File: src/rtl/xinv_pkg.sv
package xinv_pkg;

    // Polarity of an output enable pin
    typedef enum logic {
        EN_ACT_HIGH = 1'b0,
        EN_ACT_LOW  = 1'b1
    } en_pol_e;

    // Resolve an enable pin to a drive request for the given polarity
    function automatic logic enable_active(input en_pol_e pol, input logic pin);
        return (pol == EN_ACT_HIGH) ? pin : !pin;
    endfunction

endpackage

File: src/rtl/xinv_cap_reg.sv
module xinv_cap_reg #(
    parameter int W = 8
) (
    input  logic         clk,
    input  logic         rst_n,
    input  logic         strobe,
    input  logic [W-1:0] din,
    output logic [W-1:0] q
);

    typedef struct packed {
        logic         strobe;
        logic [W-1:0] data;
    } cap_state_t;

    cap_state_t st_d, st_q;
    logic       fire;

    always_comb begin
        st_d        = st_q;
        fire        = strobe && !st_q.strobe;
        st_d.strobe = strobe;
        if (fire) begin
            st_d.data = din;
        end
    end

    always_ff @(posedge clk or negedge rst_n) begin
        if (!rst_n) begin
            st_q.strobe <= 1'b1;
            st_q.data   <= '0;
        end else begin
            st_q <= st_d;
        end
    end

    assign q = st_q.data;

    // a rising strobe loads the bus value seen at that edge
    p_capture_r1: assert property (@(posedge clk) disable iff (!rst_n)
        (strobe && !st_q.strobe) |=> (q == $past(din)));

    // without a fresh strobe edge the register keeps its value
    p_hold_r3: assert property (@(posedge clk) disable iff (!rst_n)
        !(strobe && !st_q.strobe) |=> $stable(q));

endmodule

File: src/rtl/xinv_out_path.sv
module xinv_out_path
    import xinv_pkg::*;
#(
    parameter int      W   = 8,
    parameter en_pol_e POL = EN_ACT_HIGH
) (
    input  logic         rst_n,
    input  logic [W-1:0] live,
    input  logic [W-1:0] stored,
    input  logic         sel,
    input  logic         en,
    output logic [W-1:0] dout,
    output logic         oe
);

    logic [W-1:0] src;
    logic         drive;

    always_comb begin
        drive = rst_n && enable_active(POL, en);
        src   = sel ? stored : live;
        oe    = drive;
        dout  = drive ? ~src : '0;
    end

endmodule

File: src/rtl/xinv_top.sv
module xinv_top
    import xinv_pkg::*;
#(
    parameter int W = 8
) (
    input  logic         clk,
    input  logic         rst_n,
    input  logic [W-1:0] a_in,
    input  logic [W-1:0] b_in,
    input  logic         cap_a2b,
    input  logic         cap_b2a,
    input  logic         sel_a2b,
    input  logic         sel_b2a,
    input  logic         en_a2b,
    input  logic         en_b2a_n,
    output logic [W-1:0] a_out,
    output logic         a_oe,
    output logic [W-1:0] b_out,
    output logic         b_oe
);

    logic [W-1:0] reg_a2b_q;
    logic [W-1:0] reg_b2a_q;

    xinv_cap_reg #(.W(W)) u_reg_a2b (
        .clk    (clk),
        .rst_n  (rst_n),
        .strobe (cap_a2b),
        .din    (a_in),
        .q      (reg_a2b_q)
    );

    xinv_cap_reg #(.W(W)) u_reg_b2a (
        .clk    (clk),
        .rst_n  (rst_n),
        .strobe (cap_b2a),
        .din    (b_in),
        .q      (reg_b2a_q)
    );

    xinv_out_path #(.W(W), .POL(EN_ACT_HIGH)) u_path_b (
        .rst_n  (rst_n),
        .live   (a_in),
        .stored (reg_a2b_q),
        .sel    (sel_a2b),
        .en     (en_a2b),
        .dout   (b_out),
        .oe     (b_oe)
    );

    xinv_out_path #(.W(W), .POL(EN_ACT_LOW)) u_path_a (
        .rst_n  (rst_n),
        .live   (b_in),
        .stored (reg_b2a_q),
        .sel    (sel_b2a),
        .en     (en_b2a_n),
        .dout   (a_out),
        .oe     (a_oe)
    );

    // each side is driven only under its own enable polarity
    p_polarity_r5: assert property (@(posedge clk) disable iff (!rst_n)
        (b_oe == en_a2b) && (a_oe == !en_b2a_n));

    // isolation leaves both sides undriven with quiet data
    p_isolate_r6: assert property (@(posedge clk) disable iff (!rst_n)
        (!en_a2b && en_b2a_n) |-> (!a_oe && !b_oe && a_out == '0 && b_out == '0));

    // live transfer toward B is the inverse of side A
    p_live_ab_r4: assert property (@(posedge clk) disable iff (!rst_n)
        (b_oe && !sel_a2b) |-> (b_out == ~a_in));

    // stored transfer toward A is the inverse of the B-to-A register
    p_stored_ba_r4: assert property (@(posedge clk) disable iff (!rst_n)
        (a_oe && sel_b2a) |-> (a_out == ~reg_b2a_q));

    // no side is driven while reset is held
    always_comb begin
        if (!rst_n) begin
            p_reset_quiet_r8: assert (!a_oe && !b_oe);
        end
    end

endmodule

File: config.mk
export PLATFORM = sky130hd
export DESIGN_NAME = xinv_top
export DESIGN_NICKNAME = d
export VERILOG_FILES = /design/src/rtl/xinv_pkg.sv /design/src/rtl/xinv_cap_reg.sv /design/src/rtl/xinv_out_path.sv /design/src/rtl/xinv_top.sv
export SDC_FILE = /design/constraint.sdc
export NUM_CORES = 1
export LEC_CHECK = 0
export BUFFER_PORTS_ARGS = -buffer_cell sky130_fd_sc_hd__buf_4
export CORE_UTILIZATION = 47
export DETAILED_ROUTE_END_ITERATION = 7
export PLACE_DENSITY = 0.76
export SKIP_LAST_GASP = 1
export SYNTH_ARGS = -nofsm -noshare
export SYNTH_HDL_FRONTEND = slang
export SYNTH_SLANG_ARGS = --single-unit
File: constraint.sdc
create_clock -name clk -period 1.6 [get_ports clk]
set_input_delay 0.16 -clock clk [delete_from_list [all_inputs] [get_ports clk]]
set_output_delay 0.16 -clock clk [all_outputs]
set_load 0.01 [all_outputs]
==> reports/metrics.csv <==
stage;metric;value;unit
placement;gp_congestion;0.775;
global_routing;grt_max_degree;17;
placement;hpwl;1400;µm
drt;drc;0;
synthesis;synth-adder-area-share;0;%
drt;viasPerCell;4.95;
sta;drv_slew;0;
floorplanning;core;2000;µm²
worst_setup_path;rr_worst_depth;2;
worst_setup_path;arrival;1.15;ns
sta;fmax;0.763;GHz
sta;hold_viol;0;
worst_setup_path;reg2reg_to;u_reg_b2a.q[1]$_DFFE_PN0P_;
clock_network;cts_buffer_depth;2;
worst_hold_path;hp-class;primary input to flip-flop;
synthesis;yosysTopAreaCell;dfrtp_1;
floorplanning;die-area;2340;µm²
synthesis;muxShareOfSynthArea;23.7;%
power;combPwrFrac;25.8;%
finish;diodes;0;
sta;final_min_period_over_clock_period;82.0;%
worst_hold_path;hold_depth;2;
power;p_per_area;793;nW/µm²
worst_hold_path;hp-start;a_in[1];
synthesis;synth_area_leaders;dfrtp_1, mux2_4, a211oi_1;
drt;dr.pass1.iters;4;
finish;final_util;69.2;%
clock_network;post_cts_buffers;0;
power;p_int;0.840;mW
worst_setup_path;cp.required;1.44;ns
synthesis;synth-simple-area-share;14.7;%
drt;dr.first_iter.drc_count;6;
power;p_leak;0.706;nW
clock_network;numCtsBuffers;3;
placement;io_buffer_count;41;
global_routing;grt_antenna_before_repair;0;
synthesis;synth_nets;101;
synthesis;avgSynthCellArea;13.1;µm²
synthesis;ys_warn_count;0;
clock_network;clock-sinks;18;
sta;rsz0062_at_grt;false;
clock_network;path_clk_slew;0.09;ns
worst_setup_path;path_max_fanout;2;
finish;area_growth;36.8;%
floorplanning;ios;42;
clock_network;root_buffer;clkbuf_4;
drt;wl;1910;µm
drt;avgRoutedWirePerCell;12.9;µm
floorplanning;start_util;50.6;%
synthesis;seq_area_frac_synth;44.7;%
power;p_clk_share;23.7;%
flow_run;cap_viol_max_count;0;
floorplanning;die_y;48.4;µm
clock_network;cts_hold_buf;3;
synthesis;synth_compound_area_share;11.9;%
clock_network;clock_latency;0.28;ns
sta;tightest_slew;0.343;ns
synthesis;synthesis.area;1010;µm²
synthesis;synth_xor_area_share;0;%
finish;drive_above_1_share;54.5;%
clock_network;cts_tree;done;
worst_setup_path;timing.rr.start;u_reg_b2a.st_q[8]$_DFF_PN1_;
sta;skew;0.00170;ns
clock_network;postCtsResizedCells;0;
global_routing;overflow;0;
synthesis;ys_ff_latch;18;
sta;setup_tns;0;ns
power;vdd_ir_drop_max;503;µV
power;p_switching;0.259;mW
worst_setup_path;cp-end-kind;output pin;
synthesis;yosys.area.top_type_share;39.6;%
worst_hold_path;hold_end;u_reg_a2b.q[1]$_DFFE_PN0P_;
sta;finalSetupViolations;0;
drt;num_vias;733;
floorplanning;die_x;48.4;µm
synthesis;synth_top_family_by_area;multiplexers;
global_routing;grt_pass1_wl;3280;µm
finish;nNetsFinal;146;
worst_setup_path;cp-start-kind;flip-flop;
synthesis;synthDistinctLibCells;13;
clock_network;h-tree-depth;1;
global_routing;grt_pass1_vias;754;
power;swShare;23.6;%
worst_setup_path;criticalPathCategory;flip-flop to output pin;
global_routing;grt_usage;18.3;%
run_status;status;complete, no violations;
floorplanning;num_rows;16;
worst_setup_path;r2r_slack;0.44;ns
sta;maxSlewHeadroom;77.1;%
synthesis;synthCells;77;
power;seqPwrFrac;50.5;%
sta;fin_crit;1.31;ns
drt;postRouteAntennaNets;0;
-- synth_stat cells --
library cell	number
and2b_1	9
a211oi_1	16
nand2b_1	1
nand2_1	1
buf_4	2
dfrtp_1	16
nor2b_1	7
buf_2	1
dfstp_2	2
mux2_4	16
buf_6	2
inv_1	2
nand2b_4	2
-- logic make-up after synthesis --
group,Yosys count
AO/OA/AOI/OAI,16
buffers and inverters,7
multiplexers,16
flip-flops,18
AND/OR/NAND/NOR,20
-- per-layer routing --
metal / GRT usage [%] / share of wire, % / routed length (µm) / up-vias
met2: 29.1 / 42 / 811 / 32
met1: 24.5 / 50 / 953 / 333
met3: 3.77 / 6.8 / 129 / 2
met5: 0 / 0 / 0 / -
li1: - / - / - / 366
met4: 7.35 / 0.73 / 14 / 0
-- through the flow --
stage	cell area, µm²	hold WS, ns	instances	power (mW)	worst slack [ns]
after floorplan	1010	-0.136	77	0.725	0.449
after global placement	1320	-0.0146	141	0.834	0.446
after detailed placement	1320	-0.0104	141	0.839	0.416
after CTS	1390	0.0993	148	1.12	0.297
after global routing	1390	0.0972	148	1.16	0.257
final	1390	0.113	148	1.10	0.289
-- cells in the final DEF (no fill, tap or decap) --
cell type      count
nand2b_4           2
buf_4             42
nor2b_1            7
and2b_1            9
clkbuf_4           3
dfstp_2            2
inv_1              2
a211oi_1          16
dfrtp_1           16
nand2b_1           1
clkbuf_8           1
mux2_4            16
nand2_1            1
dlygate4sd3_1      3
-- area by class of cell --
type / instances / area [µm²]
sequential: 18 / 453
multi-input combinational: 52 / 509
timing repair buffer: 45 / 345
tap: 27 / 33.8
clock buffer: 4 / 36.3
inverter: 2 / 7.51
fill: 167 / 617
-- worst max path at each step --
stage	from	endpoint
floorplan	u_reg_a2b.st_q[8]$_DFF_PN1_	u_reg_a2b.q[0]$_DFFE_PN0P_
global placement	rst_n	b_out[7]
detailed placement	rst_n	b_out[5]
CTS	u_reg_a2b.q[5]$_DFFE_PN0P_	b_out[5]
global route	u_reg_a2b.q[3]$_DFFE_PN0P_	b_out[3]
finish	u_reg_a2b.q[5]$_DFFE_PN0P_	b_out[5]
-- sequential cells by signal, summed over array words and instances, names as in the netlist --
signal,cells
u_reg_b2a.q,8
u_reg_b2a.st_q,1
u_reg_a2b.q,8
u_reg_a2b.st_q,1
-- power groups by stage --
stage | clock network [mW] | logic [mW] | registers, mW
after floorplan | 0 | 0.174 | 0.551
after global placement | 0 | 0.274 | 0.560
after detailed placement | 0 | 0.281 | 0.559
after CTS | 0.276 | 0.287 | 0.554
after global routing | 0.290 | 0.308 | 0.563
final | 0.261 | 0.283 | 0.555
-- worst max-delay path, cell delays in order (launching register included) --
cell and delay (ns):
dfrtp_1 0.40, a211oi_1 0.30, buf_4 0.18
Power figures use the tool's default switching activity.
